File: src/rtl/mbx_pkg.sv
// Package: constants and types shared by the mailbox blocks.
// Assumes byte offsets on the bus and 32-bit words.
package mbx_pkg;
    // Slot table placement: core N at SLOT_BASE + N * SLOT_STRIDE (bytes)
    localparam int unsigned SLOT_BASE_BYTE   = 32'h40;
    localparam int unsigned SLOT_STRIDE_BYTE = 32'h10;
    // Derived word indices
    localparam int unsigned SLOT_BASE_WORD   = SLOT_BASE_BYTE / 4;
    localparam int unsigned SLOT_STRIDE_WORD = SLOT_STRIDE_BYTE / 4;
    // Core field position inside the offset
    localparam int unsigned CORE_FIELD_LSB   = 4;
    localparam int unsigned CORE_FIELD_W     = 4;
    localparam int unsigned MAX_CORES        = 4;

    // Result of decoding one bus offset
    typedef struct packed {
        logic                    hit;
        logic [CORE_FIELD_W-1:0] core;
    } slot_sel_t;

    // Per-core gate state
    typedef enum logic {
        GATE_PARKED  = 1'b0,
        GATE_RUNNING = 1'b1
    } gate_state_e;
endpackage

File: src/rtl/mbx_slot_decode.sv
// Module: mbx_slot_decode
// Maps a word offset to "is this a present core's slot, and which core".
// Assumes ADDR_W >= 8 and that the caller has dropped offset bits [1:0].
module mbx_slot_decode
    import mbx_pkg::*;
#(
    parameter int unsigned ADDR_W    = 8,
    parameter int unsigned NUM_CORES = 4
) (
    input  logic [ADDR_W-1:2] word_addr,
    output slot_sel_t         sel
);
    localparam int unsigned FIELD_MSB = CORE_FIELD_LSB + CORE_FIELD_W - 1;
    localparam logic [CORE_FIELD_W-1:0] BASE_FIELD = CORE_FIELD_W'(SLOT_BASE_BYTE >> CORE_FIELD_LSB);
    localparam logic [CORE_FIELD_W-1:0] NC_FIELD   = CORE_FIELD_W'(NUM_CORES);

    logic                    upper_zero;
    logic [CORE_FIELD_W-1:0] field;
    logic [CORE_FIELD_W-1:0] core_num;

    // Offsets above the core field must be zero for a slot hit
    generate
        if (ADDR_W > FIELD_MSB + 1) begin : g_upper
            assign upper_zero = ~|word_addr[ADDR_W-1:FIELD_MSB+1];
        end else begin : g_no_upper
            assign upper_zero = 1'b1;
        end
    endgenerate

    assign field    = word_addr[FIELD_MSB:CORE_FIELD_LSB];
    assign core_num = field - BASE_FIELD;

    // Slot hit: word aligned to the stride, inside the present-core range
    always_comb begin
        sel.core = core_num;
        sel.hit  = upper_zero
                 && (word_addr[CORE_FIELD_LSB-1:2] == '0)
                 && (field >= BASE_FIELD)
                 && (core_num < NC_FIELD);
    end
endmodule

File: src/rtl/mbx_word_store.sv
// Module: mbx_word_store
// Word-wide storage covering the whole mailbox region, with a registered
// read port and a parallel view of the secondary cores' slot words.
// Assumes at most one write per cycle; a read in the same cycle as a
// write returns the old word.
module mbx_word_store
    import mbx_pkg::*;
#(
    parameter int unsigned ADDR_W    = 8,
    parameter int unsigned DATA_W    = 32,
    parameter int unsigned NUM_CORES = 4
) (
    input  logic                              clk,
    input  logic                              rst_n,
    input  logic                              wr_en,
    input  logic [ADDR_W-3:0]                 wr_idx,
    input  logic [DATA_W-1:0]                 wr_data,
    input  logic                              rd_en,
    input  logic [ADDR_W-3:0]                 rd_idx,
    output logic [DATA_W-1:0]                 rd_data,
    output logic [(NUM_CORES-1)*DATA_W-1:0]   sec_slots
);
    localparam int unsigned WORDS = 1 << (ADDR_W - 2);

    logic [DATA_W-1:0] words [WORDS];

    // Storage: cleared on reset, one word written per cycle
    always_ff @(posedge clk) begin
        if (!rst_n) begin
            for (int k = 0; k < WORDS; k++) begin
                words[k] <= '0;
            end
        end else if (wr_en) begin
            words[wr_idx] <= wr_data;
        end
    end

    // Registered read port
    always_ff @(posedge clk) begin
        if (!rst_n) begin
            rd_data <= '0;
        end else if (rd_en) begin
            rd_data <= words[rd_idx];
        end
    end

    // Parallel slot view for cores 1 .. NUM_CORES-1
    generate
        for (genvar n = 1; n < NUM_CORES; n++) begin : g_slot
            localparam int unsigned IDX = SLOT_BASE_WORD + n * SLOT_STRIDE_WORD;
            assign sec_slots[(n-1)*DATA_W +: DATA_W] = words[IDX];
        end
    endgenerate
endmodule

File: src/rtl/mbx_core_gate.sv
// Module: mbx_core_gate
// Holds one secondary core parked. On a wake it checks the core's slot
// and, if nonzero, issues a single release pulse with that target.
// Assumes wake is a one-cycle pulse and slot reflects the stored word.
module mbx_core_gate
    import mbx_pkg::*;
#(
    parameter int unsigned DATA_W = 32
) (
    input  logic              clk,
    input  logic              rst_n,
    input  logic              wake,
    input  logic [DATA_W-1:0] slot,
    output logic              rel_valid,
    output logic [DATA_W-1:0] rel_target
);
    gate_state_e state;

    // Park / release state and registered release outputs
    always_ff @(posedge clk) begin
        if (!rst_n) begin
            state      <= GATE_PARKED;
            rel_valid  <= 1'b0;
            rel_target <= '0;
        end else begin
            rel_valid <= 1'b0;
            if (state == GATE_PARKED && wake && (slot != '0)) begin
                state      <= GATE_RUNNING;
                rel_valid  <= 1'b1;
                rel_target <= slot;
            end
        end
    end
endmodule

File: src/rtl/core_release_mbx.sv
// Module: core_release_mbx
// Mailbox that releases parked secondary cores. Software writes a jump
// address into a core's slot; a write to any present slot raises a
// one-cycle wake; parked cores with a nonzero slot then get a release.
// Assumes 2 <= NUM_CORES <= 4, ADDR_W >= 8, whole-word accesses only.
module core_release_mbx
    import mbx_pkg::*;
#(
    parameter int unsigned NUM_CORES = 4,
    parameter int unsigned ADDR_W    = 8,
    parameter int unsigned DATA_W    = 32
) (
    input  logic                          clk,
    input  logic                          rst_n,
    input  logic                          bus_wr,
    input  logic                          bus_rd,
    input  logic [ADDR_W-1:0]             bus_addr,
    input  logic [DATA_W-1:0]             bus_wdata,
    output logic [DATA_W-1:0]             bus_rdata,
    output logic [NUM_CORES-1:0]          rel_valid,
    output logic [NUM_CORES*DATA_W-1:0]   rel_target,
    output logic                          wake_evt
);
    slot_sel_t                           sel;
    logic [(NUM_CORES-1)*DATA_W-1:0]     sec_slots;
    logic [1:0]                          unused_byte_lanes;

    assign unused_byte_lanes = bus_addr[1:0];

    mbx_slot_decode #(
        .ADDR_W    (ADDR_W),
        .NUM_CORES (NUM_CORES)
    ) u_decode (
        .word_addr (bus_addr[ADDR_W-1:2]),
        .sel       (sel)
    );

    mbx_word_store #(
        .ADDR_W    (ADDR_W),
        .DATA_W    (DATA_W),
        .NUM_CORES (NUM_CORES)
    ) u_store (
        .clk       (clk),
        .rst_n     (rst_n),
        .wr_en     (bus_wr),
        .wr_idx    (bus_addr[ADDR_W-1:2]),
        .wr_data   (bus_wdata),
        .rd_en     (bus_rd),
        .rd_idx    (bus_addr[ADDR_W-1:2]),
        .rd_data   (bus_rdata),
        .sec_slots (sec_slots)
    );

    // Wake event: one cycle after any write to a present core's slot
    always_ff @(posedge clk) begin
        if (!rst_n) begin
            wake_evt <= 1'b0;
        end else begin
            wake_evt <= bus_wr && sel.hit;
        end
    end

    // Core 0 is the primary core and is never released
    assign rel_valid[0]           = 1'b0;
    assign rel_target[DATA_W-1:0] = '0;

    generate
        for (genvar n = 1; n < NUM_CORES; n++) begin : g_gate
            mbx_core_gate #(
                .DATA_W (DATA_W)
            ) u_gate (
                .clk        (clk),
                .rst_n      (rst_n),
                .wake       (wake_evt),
                .slot       (sec_slots[(n-1)*DATA_W +: DATA_W]),
                .rel_valid  (rel_valid[n]),
                .rel_target (rel_target[n*DATA_W +: DATA_W])
            );
        end
    endgenerate
endmodule

File: config.mk
export PLATFORM = sky130hd
export DESIGN_NAME = core_release_mbx
export DESIGN_NICKNAME = d
export VERILOG_FILES = /design/src/rtl/mbx_pkg.sv /design/src/rtl/mbx_slot_decode.sv /design/src/rtl/mbx_word_store.sv /design/src/rtl/mbx_core_gate.sv /design/src/rtl/core_release_mbx.sv
export SDC_FILE = /design/constraint.sdc
export NUM_CORES = 2
export LEC_CHECK = 0
export BUFFER_PORTS_ARGS = -buffer_cell sky130_fd_sc_hd__clkbuf_2
export CAP_MARGIN = 20
export CORE_UTILIZATION = 65
export CTS_CLUSTER_SIZE = 25
export DETAILED_ROUTE_END_ITERATION = 10
export HOLD_SLACK_MARGIN = 0.12
export PLACE_DENSITY = 0.81
export SYNTH_ARGS = -nofsm -noshare
export SYNTH_HDL_FRONTEND = slang
export SYNTH_SLANG_ARGS = --single-unit
File: constraint.sdc
create_clock -name clk -period 13.6 [get_ports clk]
set_clock_uncertainty 0.2 [all_clocks]
set_input_delay 0.68 -clock clk [delete_from_list [all_inputs] [get_ports clk]]
set_output_delay 0.68 -clock clk [all_outputs]
set_load 0.02 [all_outputs]
[Word level (Yosys, flattened, before mapping)]
Memories as Yosys holds them, arrays and structs flattened. A register that Yosys moved wholly into a read port is not among the register bits.
Cells that the tools add are included.
Word-level totals
  RAM bits: 2048
  output and inout port bits: 165
  input port bits: 44
  memories: 1
  bits in registers: 103
Memories
  u_store.words: words 64, bits a word 32, rd ports 4, clocked after Yosys merged registers in 1, write ports 64, RTL line mbx_word_store.sv:25  | logic [DATA_W-1:0] words [WORDS];
Cells by class
  order comparisons: 2
  bitwise gates (word level): 3
  add/sub/neg operators: 1
  muxes and demuxes: 10
  reductions and logical operators: 15
Operators with widths (count)
  nonzero test 32 bit: 3
  two-way mux 32 bit: 1
  OR reduction 32 bit: 1
  logical AND 1 bit: 9
  two-way mux 1 bit: 8
  two-way mux 6 bit: 1
  >= comparator 4 x 3 -> 1 bit (second input constant): 1
  < comparator 4 x 3 -> 1 bit (second input constant): 1
  subtractor 4 x 3 -> 4 bit (second input constant): 1
  inverter 1 bit: 3
  logical NOT 2 bit: 1
  logical NOT 1 bit: 1

[Logic depth before layout (Yosys ltp)]
  depth in word-level cells: 5
  gate-level depth with buffers: 12
  gate-level depth less buffers: 6

[Modules after synthesis]
A second synthesis with hierarchy kept.
Unflattened totals
  cells, all modules: 6638
  area, all modules: 99036.2 sq um
Modules (own cells, without submodules)
  mbx_word_store: sequential area each 62139.6 sq um, cells each 6129, times used 1, area an instance 94413.0 sq um
  mbx_core_gate: sequential area each 680.7 sq um, cells each 155, times used 3, area an instance 1426.4 sq um
  core_release_mbx: sequential area each 20.0 sq um, cells each 36, times used 1, area an instance 277.8 sq um
  mbx_slot_decode: sequential area each 0.0 sq um, cells each 8, times used 1, area an instance 66.3 sq um

[Least setup slack after synthesis]
Ideal clock, no wire load.
  path kind: input -> register
  start: in bus_addr[7]
  end: mem u_store.words[35][0] (enable)
  stages: 6
  setup slack: 8.807 ns
  path buffers: 4
  data arrival time: 4.127 ns
  cells stage by stage: buf_2 > or3b_2 > clkbuf_1 > clkbuf_1 > clkbuf_1 > o21ai_0
RTL lines
  start, declared: RTL line core_release_mbx.sv:17  | input logic [ADDR_W-1:0] bus_addr,
  end, declared: RTL line mbx_word_store.sv:25

==> impl_metrics.ini <==
[outcome]
status = complete, but fails checks
violations = max-capacitance violations, max-slew violations

[finish]
layout_commonest_cell = and2_1
final_cell_mix = 2,052 x and2_1, 2,048 x edfxtp_1, 307 x mux2i_1
layout.nets = 7066
fillerInstances = 9270
drive_gt1_share_pct = 16.9
syn_to_final_growth_pct = 9.69

[clock_tree]
clkSinkCount = 2183
cts_buffers = 212
worstSkewPairLatency_ns = 0.87
cts_resized = 0
clockBufferDepth = 3
h-tree-depth = 4
cts_tree = yes
clkSlewWorstSetupHoldPaths_ns = 0.07
post_cts_buffers = 0
clockRootBuffer = clkbuf_16

[run]
maxCapViolCount = 1

[sta]
tns_ns = 0
fin_crit_sh_pct = 40.4
rsz0062_at_grt = no
hold_viol = 0
maxSlewHeadroom_pct = -1.17
max_freq_ghz = 0.182
period_needed_ns = 5.50
slew_viol_final = 2
worstMarginPinSlew_ns = 1.50
setup_ws_ns = 8.10
setup_violations = 0

[route]
wire_per_inst_um = 35.3
wirelength_um = 326000
vias_per_cell = 7.10
dr.pass1.iters = 10
route.detailed.drc = 0
drtIter0Drc = 11572
ant_nets = 0
dr_total_vias = 65598

[synth]
yosys-top-cells-area = edfxtp_1 62%, and2_1 13%, mux4_2 4.5%, mux2i_1 3.1%, dfxtp_1 2.7%
synth_top_cell_area_share_pct = 62.2
synth-seq-area-share_pct = 64.9
yosysWarnings = 0
synthFlopType = edfxtp_1
netlist_area_um2 = 98900
synth_edf_count = 2048
netlist_instances = 7161
async_flop_share_pct = 0
synth_seq_cells = 2183
synth_cell_type_count = 73
syn_area_per_cell_um2 = 13.8
yosys.area.top_type = edfxtp_1

[pwr]
p_per_area_nw_per_um2 = 137
p_switching_mw = 3.59
pwr-share-clk_pct = 39.0
p_int_mw = 11.2
netSwitchingFraction_pct = 24.2
power_leakage_nw = 38.7
vdd_ir_drop_max_uv = 107
seqPwrFrac_pct = 52.7
comb_power_share_pct = 8.3

[min_path]
hold_start = g_gate[3].u_gate.state
min_path_cells = 2
hold_path_class = flip-flop to flip-flop
holdPathEnd = g_gate[3].u_gate.state

[setup_path]
reg2reg_from = u_store.words[24][30]
cp.arrival_ns = 6.00
critical_path_class = input pin to flip-flop
ff2ff_path_depth = 5
critPathRequiredTime_ns = 14.10
crit_path_start_kind = input pin
endpoint_kind = flip-flop
r2r_slack_ns = 10.09
rr_endpoint = u_store.rd_data[30]
cp_max_fo = 77

[placement]
post-dp-hpwl_um = 184000
dpl_worst_slack_ns = 7.89
gp_congestion = 1.05
port_buffers = 173

[grt]
grt_max_degree = 103
track_usage_pct = 42.4
overflow = 0
grt_pass1_vias = 62431
antenna_found_initial = 30
grt_pass1_wl_um = 454000

[floorplanning]
die_h_um = 392
std_cell_rows = 142
ios = 209
start_util_pct = 65.7
die_area_um2 = 154000
dieWidth_um = 392
coreArea_um2 = 150000
-- Yosys cell counts (4+ instances only) --
| cell type | n |
|---|---|
| or2_2 | 5 |
| nor4_1 | 28 |
| a22o_1 | 38 |
| and3_1 | 12 |
| o22ai_1 | 61 |
| mux2i_1 | 307 |
| buf_6 | 20 |
| nor2_1 | 284 |
| a2bb2oi_1 | 5 |
| o2bb2ai_1 | 20 |
| a41oi_1 | 7 |
| a211oi_1 | 23 |
| mux4_2 | 198 |
| edfxtp_1 | 2048 |
| buf_2 | 110 |
| nand2b_1 | 10 |
| o22a_1 | 11 |
| clkbuf_1 | 499 |
| nor3_1 | 4 |
| o31ai_1 | 4 |
| o221ai_1 | 18 |
| o21a_1 | 5 |
| buf_1 | 46 |
| and2_1 | 2053 |
| dfxtp_1 | 135 |
| a22oi_1 | 130 |
| nand4_1 | 12 |
| buf_4 | 106 |
| a31oi_1 | 45 |
| nand2_1 | 126 |
| a221o_1 | 28 |
| a21oi_1 | 145 |
| nand3b_1 | 5 |
| a221oi_1 | 158 |
| a32oi_1 | 5 |
| nand3_1 | 26 |
| mux2_2 | 147 |
| a211o_1 | 8 |
| inv_1 | 5 |
| o21ai_0 | 193 |
| nor2b_1 | 7 |
| a222oi_1 | 10 |
-- state kept, by name (all words and copies together), names as in the netlist --
name and count:
u_store.rd_data 32, g_gate.u_gate.state 3, g_gate.u_gate.rel_target 96, u_store.words 2048, g_gate.u_gate.rel_valid 3, wake_evt 1
-- area by class of cell --
| type | count | area (um^2) | area share [%] |
|---|---|---|---|
| diodes | 18 | 45.0 | 0.0415 |
| clock inverters | 116 | 1010 | 0.931 |
| inverters | 8 | 41.3 | 0.0381 |
| repair buffers | 397 | 2660 | 2.45 |
| multi-input cells | 4220 | 32300 | 29.7 |
| flip-flops and latches | 2183 | 64200 | 59.2 |
| well taps | 2016 | 2520 | 2.33 |
| clock buffers | 283 | 5710 | 5.27 |
-- metal layers --
metal / global-route usage, % / part of all wire (%) / wire [um] / up-vias
met5: 1.18 / 0.13 / 416 / -
met4: 30.2 / 8.8 / 28600 / 28
met3: 17.3 / 17 / 55700 / 1331
met2: 59.9 / 42 / 137000 / 6217
met1: 53.0 / 32 / 104000 / 32176
li1: - / - / - / 25846
-- how the worst max path moves through the flow --
stage                 from  cells past startpoint                    to  slack, ns
2_1_floorplan  bus_addr[7]                      6  u_store.words[35][0]       8.81
3_3_place_gp   bus_addr[3]                     10   u_store.rd_data[30]       7.90
3_5_place_dp   bus_addr[3]                     10   u_store.rd_data[30]       7.89
4_1_cts        bus_addr[3]                     10   u_store.rd_data[30]       8.75
5_1_grt        bus_addr[3]                     10   u_store.rd_data[30]       8.41
6_report       bus_addr[3]                     10   u_store.rd_data[30]       8.10
-- critical path, cell delays in order --
cell      delay (ns)
buf_8           0.57
buf_4           0.59
buf_4           0.84
buf_4           0.58
mux2_2          0.40
a221oi_1        0.24
a221o_1         0.18
a21oi_1         0.24
nor4_1          1.30
a41oi_1         0.21
-- cell families (layout without fill, tap and decap cells) --
kind of cell	Yosys count	after routing	synth area share, %
other cells	1	51	0.00379
compound gates	936	936	6.61
simple gates	2598	2598	15.4
mux	653	653	9.31
flops	2183	2183	64.9
buf+inv	790	804	3.71
-- power groups by stage --
stage / registers, mW / clock network (mW) / logic (mW)
after global placement: 7.91 / 0 / 1.14
after CTS: 7.80 / 5.74 / 1.16
after floorplan: 7.90 / 0 / 0.654
after detailed placement: 7.94 / 0 / 1.15
after global routing: 7.83 / 6.00 / 1.22
final: 7.81 / 5.78 / 1.23
-- through the flow --
stage	util [%]	instances	instance area (um^2)	power, mW	hold WS [ns]
after global placement	67.5	8819	102000	9.05	0.266
after CTS	72.0	9221	108000	14.7	0.253
after detailed placement	67.5	8821	102000	9.09	0.269
after floorplan	-	7193	99000	8.56	0.232
final	72.1	9241	108000	14.8	0.279
after global routing	72.0	9224	108000	15.1	0.281
-- what timing repair did --
item / 4_1_cts / 5_1_grt
endpoints found under the setup margin: 0 / 0
hold buffers: 1 / 0
hold endpoints to repair: 5 / 0
(Power assumes the default switching activity.)
